===== config.mk =====
export PLATFORM = sky130hd
export DESIGN_NAME = nvm_guard
export DESIGN_NICKNAME = d
export VERILOG_FILES = /design/src/rtl/nvm_guard_pkg.sv /design/src/rtl/nvm_region_dec.sv /design/src/rtl/nvm_access_policy.sv /design/src/rtl/nvm_erase_seq.sv /design/src/rtl/nvm_store.sv /design/src/rtl/nvm_guard.sv
export SDC_FILE = /design/constraint.sdc
export NUM_CORES = 2
export LEC_CHECK = 0
export ABC_CLOCK_PERIOD_IN_PS = 7750
export BUFFER_PORTS_ARGS = -buffer_cell sky130_fd_sc_hd__buf_2
export CAP_MARGIN = 20
export CELL_PAD_IN_SITES_DETAIL_PLACEMENT = 1
export CELL_PAD_IN_SITES_GLOBAL_PLACEMENT = 2
export CORE_MARGIN = 3
export CORE_UTILIZATION = 45
export CTS_BUF_LIST = sky130_fd_sc_hd__clkbuf_2 sky130_fd_sc_hd__clkbuf_4 sky130_fd_sc_hd__clkbuf_8
export DETAILED_ROUTE_END_ITERATION = 12
export PLACE_DENSITY_LB_ADDON = 0.1
export SYNTH_ARGS = -nofsm -noshare
export SYNTH_HDL_FRONTEND = slang
export SYNTH_SLANG_ARGS = --single-unit

===== constraint.sdc =====
create_clock -name clk -period 7.75 [get_ports clk]
set_clock_uncertainty 0.05 [all_clocks]
set_input_delay 0.3875 -clock clk [delete_from_list [all_inputs] [get_ports clk]]
set_output_delay 0.3875 -clock clk [all_outputs]
set_load 0.005 [all_outputs]

===== src/rtl/nvm_guard_pkg.sv =====
package nvm_guard_pkg;

  typedef enum logic [2:0] {
    RG_BOOT = 3'd0,
    RG_APP  = 3'd1,
    RG_SAF  = 3'd2,
    RG_EEP  = 3'd3,
    RG_CFG  = 3'd4,
    RG_UID  = 3'd5,
    RG_FACT = 3'd6
  } region_e;

  localparam int NUM_BOUND = 6;
  localparam int NUM_WP    = 5;

  typedef struct packed {
    logic              pgm_cp_n;
    logic              dat_cp_n;
    logic [NUM_WP-1:0] wp_n;
  } prot_t;

  // Factory signature stored at reset in read-only words.
  function automatic int fact_sig(input int a);
    return a * 37 + 11;
  endfunction

endpackage


===== src/rtl/nvm_region_dec.sv =====
module nvm_region_dec
  import nvm_guard_pkg::*;
#(
  parameter int AW        = 8,
  parameter int APP_BASE  = 32,
  parameter int SAF_BASE  = 160,
  parameter int EEP_BASE  = 192,
  parameter int CFG_BASE  = 224,
  parameter int UID_BASE  = 232,
  parameter int FACT_BASE = 240
) (
  input  logic [AW-1:0] addr,
  output region_e       region
);

  localparam int BOUND [NUM_BOUND] = '{APP_BASE, SAF_BASE, EEP_BASE,
                                       CFG_BASE, UID_BASE, FACT_BASE};

  logic [NUM_BOUND-1:0] above;

  genvar g;
  generate
    for (g = 0; g < NUM_BOUND; g++) begin : g_cmp
      assign above[g] = ({1'b0, addr} >= (AW+1)'(BOUND[g]));
    end
  endgenerate

  // Regions are ordered, so the count of passed bounds is the region index.
  always_comb begin
    region = RG_BOOT;
    for (int i = 0; i < NUM_BOUND; i++) begin
      if (above[i]) region = region_e'(3'(i + 1));
    end
  end

endmodule


===== src/rtl/nvm_access_policy.sv =====
module nvm_access_policy
  import nvm_guard_pkg::*;
(
  input  region_e region,
  input  logic    from_ext,
  input  logic    is_wr,
  input  prot_t   prot,
  output logic    allow,
  output logic    zero_rd,
  output logic    flag_err
);

  logic is_pgm;
  logic cp_hit;
  logic wp_hit;
  logic ro_hit;

  assign is_pgm = (region == RG_BOOT) || (region == RG_APP) || (region == RG_SAF);
  assign cp_hit = (is_pgm && !prot.pgm_cp_n) || ((region == RG_EEP) && !prot.dat_cp_n);
  assign ro_hit = (region == RG_FACT);

  always_comb begin
    case (region)
      RG_BOOT: wp_hit = !prot.wp_n[0];
      RG_APP:  wp_hit = !prot.wp_n[1];
      RG_SAF:  wp_hit = !prot.wp_n[2];
      RG_EEP:  wp_hit = !prot.wp_n[3];
      RG_CFG:  wp_hit = !prot.wp_n[4];
      default: wp_hit = 1'b0;
    endcase
  end

  always_comb begin
    allow    = 1'b1;
    zero_rd  = 1'b0;
    flag_err = 1'b0;
    if (is_wr) begin
      allow    = !(wp_hit || ro_hit || (from_ext && cp_hit));
      flag_err = !from_ext && wp_hit;
    end else begin
      zero_rd = from_ext && cp_hit;
    end
  end

endmodule


===== src/rtl/nvm_erase_seq.sv =====
module nvm_erase_seq #(
  parameter int AW          = 8,
  parameter int ERASE_WORDS = 240,
  parameter int PROT_A0     = 224,
  parameter int PROT_A1     = 225
) (
  input  logic          clk,
  input  logic          rst_n,
  input  logic          start,
  output logic          busy,
  output logic          we,
  output logic [AW-1:0] addr,
  output logic          cfg_clr
);

  typedef enum logic [1:0] {ES_IDLE, ES_ERASE, ES_CLRCFG, ES_DONE} es_e;

  es_e           state_q;
  logic [AW-1:0] addr_q;

  always_ff @(posedge clk or negedge rst_n) begin
    if (!rst_n) begin
      state_q <= ES_IDLE;
      addr_q  <= '0;
    end else begin
      case (state_q)
        ES_IDLE: if (start) begin
          state_q <= ES_ERASE;
          addr_q  <= '0;
        end
        ES_ERASE: begin
          if (addr_q == AW'(ERASE_WORDS - 1)) state_q <= ES_CLRCFG;
          else addr_q <= addr_q + 1'b1;
        end
        ES_CLRCFG: state_q <= ES_DONE;
        default:   state_q <= ES_IDLE;
      endcase
    end
  end

  // Protection words are left for last so protection holds while data is wiped.
  assign busy    = (state_q != ES_IDLE);
  assign addr    = addr_q;
  assign we      = (state_q == ES_ERASE) && (addr_q != AW'(PROT_A0)) && (addr_q != AW'(PROT_A1));
  assign cfg_clr = (state_q == ES_CLRCFG);

endmodule


===== src/rtl/nvm_store.sv =====
module nvm_store
  import nvm_guard_pkg::*;
#(
  parameter int AW        = 8,
  parameter int DW        = 8,
  parameter int FACT_BASE = 240,
  parameter int PROT_A0   = 224,
  parameter int PROT_A1   = 225
) (
  input  logic              clk,
  input  logic              rst_n,
  input  logic              we,
  input  logic [AW-1:0]     waddr,
  input  logic [DW-1:0]     wdata,
  input  logic              re,
  input  logic [AW-1:0]     raddr,
  output logic [DW-1:0]     rdata,
  input  logic              cfg_clr,
  output logic [1:0]        cp_bits,
  output logic [NUM_WP-1:0] wp_bits
);

  localparam int DEPTH = 1 << AW;

  logic [DW-1:0] mem [DEPTH];

  always_ff @(posedge clk or negedge rst_n) begin
    if (!rst_n) begin
      for (int i = 0; i < DEPTH; i++) begin
        mem[i] <= (i >= FACT_BASE) ? DW'(fact_sig(i)) : {DW{1'b1}};
      end
      rdata <= '0;
    end else begin
      if (cfg_clr) begin
        mem[PROT_A0] <= {DW{1'b1}};
        mem[PROT_A1] <= {DW{1'b1}};
      end else if (we) begin
        mem[waddr] <= wdata;
      end
      if (re) rdata <= mem[raddr];
    end
  end

  assign cp_bits = mem[PROT_A0][1:0];
  assign wp_bits = mem[PROT_A1][NUM_WP-1:0];

endmodule


===== src/rtl/nvm_guard.sv =====
module nvm_guard
  import nvm_guard_pkg::*;
#(
  parameter int AW        = 8,
  parameter int DW        = 8,
  parameter int APP_BASE  = 32,
  parameter int SAF_BASE  = 160,
  parameter int EEP_BASE  = 192,
  parameter int CFG_BASE  = 224,
  parameter int UID_BASE  = 232,
  parameter int FACT_BASE = 240
) (
  input  logic          clk,
  input  logic          rst_n,
  input  logic          ext_valid,
  output logic          ext_ready,
  input  logic          ext_we,
  input  logic [AW-1:0] ext_addr,
  input  logic [DW-1:0] ext_wdata,
  output logic          ext_rvalid,
  output logic [DW-1:0] ext_rdata,
  input  logic          ext_erase,
  input  logic          int_valid,
  output logic          int_ready,
  input  logic          int_we,
  input  logic [AW-1:0] int_addr,
  input  logic [DW-1:0] int_wdata,
  output logic          int_rvalid,
  output logic [DW-1:0] int_rdata,
  input  logic          int_err_clr,
  output logic          wr_err,
  output logic          busy
);

  localparam int PROT_A0 = CFG_BASE;
  localparam int PROT_A1 = CFG_BASE + 1;

  logic              ext_fire, int_fire, acc_fire, acc_we;
  logic [AW-1:0]     acc_addr;
  logic [DW-1:0]     acc_wdata;
  region_e           region;
  prot_t             prot;
  logic [1:0]        cp_bits;
  logic [NUM_WP-1:0] wp_bits;
  logic              allow, zero_rd, flag_err;
  logic              er_we, er_cfg_clr;
  logic [AW-1:0]     er_addr;
  logic              mem_we;
  logic [AW-1:0]     mem_waddr;
  logic [DW-1:0]     mem_wdata, mem_rdata;
  logic              ext_rv_q, int_rv_q, ext_zero_q, err_q;

  assign ext_ready = !busy && !ext_erase;
  assign int_ready = !busy && !ext_erase && !ext_valid;
  assign ext_fire  = ext_valid && ext_ready;
  assign int_fire  = int_valid && int_ready;
  assign acc_fire  = ext_fire || int_fire;
  assign acc_we    = ext_fire ? ext_we    : int_we;
  assign acc_addr  = ext_fire ? ext_addr  : int_addr;
  assign acc_wdata = ext_fire ? ext_wdata : int_wdata;

  assign prot.pgm_cp_n = cp_bits[0];
  assign prot.dat_cp_n = cp_bits[1];
  assign prot.wp_n     = wp_bits;

  nvm_region_dec #(
    .AW(AW), .APP_BASE(APP_BASE), .SAF_BASE(SAF_BASE), .EEP_BASE(EEP_BASE),
    .CFG_BASE(CFG_BASE), .UID_BASE(UID_BASE), .FACT_BASE(FACT_BASE)
  ) u_dec (
    .addr   (acc_addr),
    .region (region)
  );

  nvm_access_policy u_pol (
    .region   (region),
    .from_ext (ext_fire),
    .is_wr    (acc_we),
    .prot     (prot),
    .allow    (allow),
    .zero_rd  (zero_rd),
    .flag_err (flag_err)
  );

  nvm_erase_seq #(
    .AW(AW), .ERASE_WORDS(FACT_BASE), .PROT_A0(PROT_A0), .PROT_A1(PROT_A1)
  ) u_seq (
    .clk     (clk),
    .rst_n   (rst_n),
    .start   (ext_erase && !busy),
    .busy    (busy),
    .we      (er_we),
    .addr    (er_addr),
    .cfg_clr (er_cfg_clr)
  );

  assign mem_we    = er_we || (acc_fire && acc_we && allow);
  assign mem_waddr = er_we ? er_addr : acc_addr;
  assign mem_wdata = er_we ? {DW{1'b1}} : acc_wdata;

  nvm_store #(
    .AW(AW), .DW(DW), .FACT_BASE(FACT_BASE), .PROT_A0(PROT_A0), .PROT_A1(PROT_A1)
  ) u_mem (
    .clk     (clk),
    .rst_n   (rst_n),
    .we      (mem_we),
    .waddr   (mem_waddr),
    .wdata   (mem_wdata),
    .re      (acc_fire && !acc_we),
    .raddr   (acc_addr),
    .rdata   (mem_rdata),
    .cfg_clr (er_cfg_clr),
    .cp_bits (cp_bits),
    .wp_bits (wp_bits)
  );

  always_ff @(posedge clk or negedge rst_n) begin
    if (!rst_n) begin
      ext_rv_q   <= 1'b0;
      int_rv_q   <= 1'b0;
      ext_zero_q <= 1'b0;
      err_q      <= 1'b0;
    end else begin
      ext_rv_q   <= ext_fire && !ext_we;
      int_rv_q   <= int_fire && !int_we;
      ext_zero_q <= ext_fire && zero_rd;
      if (int_fire && int_we && flag_err) err_q <= 1'b1;
      else if (int_err_clr)               err_q <= 1'b0;
    end
  end

  assign ext_rvalid = ext_rv_q;
  assign ext_rdata  = ext_zero_q ? '0 : mem_rdata;
  assign int_rvalid = int_rv_q;
  assign int_rdata  = mem_rdata;
  assign wr_err     = err_q;

endmodule


Word level (Yosys, flattened, before mapping)
Cells that the tools add are included.
{ "totals": {"reg_bits": 2070, "inputBits": 40, "output_inout_bits": 22, "wordCells": 372} }
{ "op_classes": {"addsub": 1, "order_cmp": 9, "eq_ne": 13, "n_mux": 32, "n_bitwise": 3, "n_reduce_logical": 51} }
{ "op_table": {"columns": ["operator", "n"], "rows": [
  ["$bwmux W2048", 1],
  ["$mux W256", 1],
  ["$mux W8", 10],
  ["$bmux W8 S8", 1],
  ["$demux W8 S8", 1],
  ["$ge A8 B8 Y1 const B", 5],
  ["$logic_and A1 B1 Y1", 20],
  ["$ge A9 B9 Y1 const B", 2],
  ["$not A8 Y9", 2],
  ["$mux W16", 1],
  ["$ne A8 B8 Y1 const B", 2],
  ["$pmux W8 S2", 1],
  ["$logic_not A1 Y1", 15],
  ["$lt A9 B1 Y1 const B", 1],
  ["$mux W3", 3],
  ["$add A8 B1 Y8 const B", 1],
  ["$eq A8 B8 Y1 const B", 1],
  ["$ge A8 B6 Y1 const B", 1],
  ["$mux W2", 4],
  ["$reduce_bool A2 Y1", 4],
  ["$logic_or A1 B1 Y1", 7],
  ["$mux W1", 7],
  ["$eq A3 B2 Y1 const B", 2],
  ["$eq A3 B3 Y1 const B", 2],
  ["12 further kinds", 14]
]} }

Depth between registers and ports, before layout
{ "depth": {"word_depth": 25, "mapped_depth": 17, "depth_no_buf": 11} }

Modules after synthesis
From an unflattened synthesis, not the netlist that was laid out.
{ "hier_totals": {"hier_cells": 6571, "area_unflattened_um2": 98473.2} }
{ "by_module_without_submodules": {"columns": ["module", "instances", "cells_per_inst", "area_per_inst_um2", "seq_area_each_um2"], "rows": [
  ["nvm_store", 1, 6365, 96948.0, 53931.7],
  ["nvm_guard", 1, 111, 685.7, 100.1],
  ["nvm_erase_seq", 1, 70, 658.1, 250.2],
  ["nvm_access_policy", 1, 18, 140.1, 0.0],
  ["nvm_region_dec", 1, 7, 41.3, 0.0]
]} }

Worst setup path after synthesis
No wires, ideal clock.
{ "synth_timing": {"path_kind": "reg2reg", "start": "register u_seq.state_q[0]", "end": "register u_mem.mem[100] (netlist bit)", "setup_time_ns": 0.124, "t_arrival_ns": 3.184, "required_time_ns": 7.576, "setup_slack_ns": 4.392, "path_stages_with_launch": 16, "path_buffers": 4, "period_less_slack_ns": 3.358, "path_cell_list": "dfrtp_1 inv_1 ha_1 and3b_1 buf_4 mux2_2 a211oi_1 a221oi_1 a2bb2oi_1 o21a_1 buf_6 buf_2 buf_2 o211ai_2 nor2_2 or2_1"} }
{ "synth_between": {"elab_chain_cells": 24, "elab_cells_between_ends": 57, "cone_classes": "8 x order compare; 7 x eq/ne; 16 x mux; 2 x bitwise; 24 x reduce/logical"} }
{ "synth_rtl": {"columns": ["item", "line", "text"], "rows": [
  ["start: declaration", "nvm_erase_seq.sv:18", "es_e state_q;"],
  ["start signal: assignment", "nvm_erase_seq.sv:23", "state_q <= ES_IDLE;"],
  ["start signal: assignment", "nvm_erase_seq.sv:28", "state_q <= ES_ERASE;"],
  ["start signal: assignment", "nvm_erase_seq.sv:32", "if (addr_q == AW'(ERASE_WORDS - 1)) state_q <= ES_CLRCFG;"],
  ["$reduce_bool A2 Y1", "nvm_erase_seq.sv:42", "assign busy = (state_q != ES_IDLE);"],
  ["$logic_not A1 Y1", "nvm_guard.sv:53, nvm_guard.sv:54", null],
  ["$logic_and A1 B1 Y1", "nvm_guard.sv:53, nvm_guard.sv:54", null],
  ["$logic_and A1 B1 Y1", "nvm_guard.sv:55", "assign ext_fire = ext_valid && ext_ready;"],
  ["$mux W8", "nvm_guard.sv:59", "assign acc_addr = ext_fire ? ext_addr : int_addr;"],
  ["$ge A8 B6 Y1", "nvm_region_dec.sv:24", "assign above[g] = ({1'b0, addr} >= (AW+1)'(BOUND[g]));"],
  ["$mux W1", "nvm_region_dec.sv:32", "if (above[i]) region = region_e'(3'(i + 1));"],
  ["$mux W2 (2 in series)", "nvm_region_dec.sv:32", null],
  ["[7 not listed]", null, null],
  ["$logic_or A1 B1 Y1", "nvm_access_policy.sv:19", "assign cp_hit = (is_pgm && !prot.pgm_cp_n) || ((region == RG_EEP) && !prot.dat_cp_n);"],
  ["$logic_and A1 B1 Y1", "nvm_access_policy.sv:38", "allow = !(wp_hit || ro_hit || (from_ext && cp_hit));"],
  ["$logic_or A1 B1 Y1", "nvm_access_policy.sv:38", null],
  ["$logic_not A1 Y1", "nvm_access_policy.sv:38", null],
  ["$mux W1", "nvm_access_policy.sv:37", "if (is_wr) begin"],
  ["$logic_and A1 B1 Y1", "nvm_guard.sv:96", "assign mem_we = er_we || (acc_fire && acc_we && allow);"],
  ["$logic_or A1 B1 Y1", "nvm_guard.sv:96", null],
  ["$reduce_and A2 Y1 (no line)", null, null],
  ["end signal: indexed assignment", "nvm_store.sv:30", "mem[i] <= (i >= FACT_BASE) ? DW'(fact_sig(i)) : {DW{1'b1}};"],
  ["end signal: indexed assignment", "nvm_store.sv:35", "mem[PROT_A0] <= {DW{1'b1}};"],
  ["end signal: indexed assignment", "nvm_store.sv:36", "mem[PROT_A1] <= {DW{1'b1}};"],
  ["end: declaration", "nvm_store.sv:25", "logic [DW-1:0] mem [DEPTH];"]
]} }
Several ways; a longest one is shown, not always the timed one.
A chain may end at the register's enable or synchronous reset.

Worst setup path in the final report
{ "layout_timing": {"start": "register u_seq.state_q[0]", "end": "register u_mem.rdata[0]"} }
{ "layout_between": {"elab_chain_cells": 9, "elab_cells_between_ends": 15, "cone_classes": "5 x mux; 1 x bitwise; 9 x reduce/logical"} }
{ "layout_rtl": {"columns": ["item", "line", "text"], "rows": [
  ["$reduce_bool A2 Y1 (*)", "nvm_erase_seq.sv:42", null],
  ["$logic_not A1 Y1 (*)", "nvm_guard.sv:53, nvm_guard.sv:54", null],
  ["$logic_and A1 B1 Y1 (*)", "nvm_guard.sv:53, nvm_guard.sv:54", null],
  ["$logic_and A1 B1 Y1", "nvm_guard.sv:55", null],
  ["$mux W8", "nvm_guard.sv:59", null],
  ["$not A8 Y9 (implied by the code)", "nvm_store.sv:40", "if (re) rdata <= mem[raddr];"],
  ["$bmux W8 S8", "nvm_store.sv:40", null],
  ["$mux W8 (implied by the code) (2 in series)", "nvm_store.sv:40", null],
  ["end signal: assignment", "nvm_store.sv:40", null],
  ["end: declaration", "nvm_store.sv:17", "output logic [DW-1:0] rdata,"]
]} }
Every way passes the cells marked *; elsewhere a longest branch is shown, timed or not. The select of a mux whose other input is x is not followed.

==> run metrics <==
Worst Path Arrival ~7.3 ns; clock share of power 47.7%; initial antenna violation count 36; Met3 Wirelength 26,400 µm; ys async rst share 100%; Clock Sinks 2,070; Crit path required time 8.69 ns; CTS tree yes; Post-synth top flop dfstp_2; Synth cell types 83; count leader, synth nand2_1; CTS max path bufs 4; CP Launch Type register; die height ~470 µm; R2R cell count 12; # DRC 0; largest net degree at the start of global routing 179; vias in the first global route 82,100; number of iterations in the first detailed-routing pass 6; setup slack after layout 1.35 ns; worst setup path class register to register; CTS clk-pin slew, worst paths roughly 0.07 ns; net count reported at finish around 10,000; # rows 170; FILL cells approximately 24,000; Switching Power ~5.8 mW; cells after synthesis roughly 10,000; Reg2Reg Setup Slack between 1 and 1.5 ns; root buffer selected by CTS clkbuf_8; RSZ-0062 raised after global routing false; status finished clean; Final Slew Violations 0; reg2reg start u_seq.state_q[0]$_DFFE_PN0P_; Hold Path Cell Cnt 5; Max-Cap Viols 0; Synth area leaders dfstp_2 53%, nand2_1 11%, o21ai_0 7.1%; Syn Area/Cell 9.74 µm²; share of post-route cells with drive strength above 1 around 35%; Syn Nets between 10,000 and 15,000; switching portion of total power between 20% and 30%; total core area roughly 220,000 µm²; Warnings, synthesis 0; CTS Buf Count around 380; Vias 79,700; Final Hold Viols 0; Hold Crit Endpoint u_mem.rdata[7]$_DFFE_PN0P_; Hold Path Origin ext_addr[5]; leakage 43.5 nW; power share of the combinational group 5.5%; DR WL met2 around 180,000 µm; CP max FO 24; power per cell area ~210 nW/µm²; Hold Slack 0.0738 ns; Top Metal Used met5; WL final 397,000 µm; Min-Delay Path Class primary input to register; Wirelength per Cell about 30 µm; peak supply drop roughly 170 µV; Setup crit end kind register; pre-CTS setup slack about 1.8 ns; first-pass GRT wire length about 580,000 µm; clk_lat worst skew about 1.1 ns; die width ~470 µm; sequential power share between 40% and 50%; number of setup buffers added after CTS 0; dpl hpwl 240,000 µm; reg2reg end u_mem.rdata[0]$_DFFE_PN0P_; worst slew pin tran approximately 1.4 ns; fmax ~0.16 GHz; H-tree depth 5; gr usage total 35.2%; met1 WL about 170,000 µm; initial DRC count ~7,000; final setup vio count 0; post-synthesis cell area ~98,000 µm²; Fin Setup TNS 0 ns; post-synth top area share a little over half; sequential-to-total area share from yosys stat between 50% and 60%; Initial Util 45.5%; die area about 220,000 µm²; leading area contributor after synthesis dfstp_2; GPL Wtd Cong about 0.9; EDFF count, synth 0; area grow syn2layout 11.7%; Avg Vias per Cell just over 6; grt total ovfl 0; input/output buffers roughly 60; Power Internal about 17 mW; post-route ant nets 0; number of synthesized register bits a little over 2,000; DP Area 101,000 µm²; synth cell count leaders 2,913 x nand2_1, 1,984 x dfstp_2, 1,397 x o21ai_0; crit path time final about 6.4 ns; final instance area approximately 110,000 µm²; Final Cycle Share roughly 83%; Slew headroom around 8.3%; I/O pins a little over 60
## worst max-delay path by stage
stage | from | cells past startpoint | slack (ns) | endpoint
6_report | u_seq.state_q[0]$_DFFE_PN0P_ | 12 | 1.35 | u_mem.rdata[0]$_DFFE_PN0P_
3_5_place_dp | u_seq.state_q[0]$_DFFE_PN0P_ | 13 | 1.76 | u_mem.mem[326]$_DFFE_PN1P_
2_1_floorplan | u_seq.state_q[0]$_DFFE_PN0P_ | 15 | 4.39 | u_mem.mem[100]$_DFFE_PN0P_
4_1_cts | u_seq.state_q[0]$_DFFE_PN0P_ | 12 | 1.76 | u_mem.rdata[0]$_DFFE_PN0P_
3_3_place_gp | u_seq.state_q[0]$_DFFE_PN0P_ | 13 | 1.73 | u_mem.rdata[0]$_DFFE_PN0P_
5_1_grt | u_seq.state_q[0]$_DFFE_PN0P_ | 13 | 1.50 | u_mem.mem[326]$_DFFE_PN1P_
## cell usage in the layout (no fill, tap or decap), types with 11 or more instances in the layout
| cell type | n |
|---|---|
| o21ai_2 | 14 |
| a32oi_1 | 41 |
| mux2_1 | 180 |
| o2111ai_1 | 46 |
| a21oi_1 | 76 |
| a31oi_1 | 149 |
| buf_2 | 62 |
| a22oi_1 | 36 |
| dlygate4sd3_1 | 26 |
| a211oi_1 | 46 |
| and3_1 | 79 |
| mux2_2 | 210 |
| a31o_2 | 12 |
| o32a_1 | 17 |
| diode_2 | 23 |
| mux2_4 | 153 |
| o211ai_1 | 11 |
| o21ai_1 | 168 |
| nor2_4 | 14 |
| o21ai_0 | 1397 |
| clkbuf_8 | 472 |
| inv_1 | 37 |
| clkbuf_4 | 149 |
| nor2_1 | 222 |
| nand2_1 | 2907 |
| mux4_2 | 84 |
| a311oi_1 | 41 |
| buf_12 | 47 |
| nand4_1 | 51 |
| mux2i_1 | 136 |
| dfrtp_1 | 86 |
| nand2b_1 | 85 |
| o22ai_1 | 13 |
| or2_1 | 47 |
| nand3_1 | 598 |
| or3_1 | 51 |
| clkinv_2 | 23 |
| dfstp_2 | 1984 |
| a221oi_1 | 11 |
| buf_4 | 220 |
## power by group through the flow
stage | registers [mW] | logic (mW) | clock network, mW
after floorplan | 11.0 | 0.496 | 0
after global placement | 11.0 | 1.24 | 0
after detailed placement | 11.0 | 1.25 | 0
after CTS | 10.9 | 1.26 | 11.3
after global routing | 10.9 | 1.33 | 11.7
final | 10.9 | 1.28 | 11.1
## cell type report
class                   count  area (µm²)  area share (%)
multi-input cells        7098       40300            36.8
repair buffers            363        3310            3.02
well taps                2838        3550            3.24
flip-flops and latches   2070       54300            49.5
diodes                     23        57.6          0.0525
inverters                  37         139           0.127
clock inverters            37         314           0.287
clock buffers             620        7610            6.94
## repair_timing
item	in CTS	in global routing
hold buffers	24	2
hold endpoints to repair	239	2
gates resized for setup	0	0
## cells by family (layout without fill, tap and decap cells)
logic type,after synthesis,in the layout,share of synthesized area [%]
fa+ha+maj,7,7,0.0893
compound gates,2170,2170,12.6
buf+inv,905,1057,3.92
mux,767,767,10.2
other cells,0,23,0
flops,2070,2070,55.4
simple gates,4147,4147,17.8
xor+xnor,7,7,0.0625
## layer usage
metal | GRT usage, % | up-vias
met1 | 47.3 | 41700
li1 | - | 34300
met2 | 54.7 | 2834
met5 | 0 | -
met3 | 6.78 | 938
met4 | 17.2 | 12
## state kept, by name (all words and copies together) (netlist names)
register	flops
u_mem.wp_bits	5
wr_err	1
u_seq.state_q	2
u_mem.rdata	8
u_mem.cp_bits	2
int_rvalid	1
u_mem.mem	2041
ext_rvalid	1
u_seq.addr	8
ext_zero_q	1
## critical path: stages, from the launching register on
cell and delay, ns:
dfrtp_1 0.43, inv_1 0.09, ha_1 0.27, nand3b_1 0.14
buf_4 0.48, mux2i_1 0.98, nand2_2 0.77, nor2_4 0.95
buf_4 0.53, a32oi_1 0.28, a31oi_1 0.66, o41ai_1 0.39
a31oi_1 0.24
## through the flow
stage               power (mW)  utilization (%)  instances
floorplan                 11.5                -      10100
global placement          12.3             46.6      12300
detailed placement        12.3             46.7      12300
CTS                       23.4             50.5      13000
global route              23.9             50.8      13100
finish                    23.2             50.8      13100
Power figures use the tool's default switching activity.
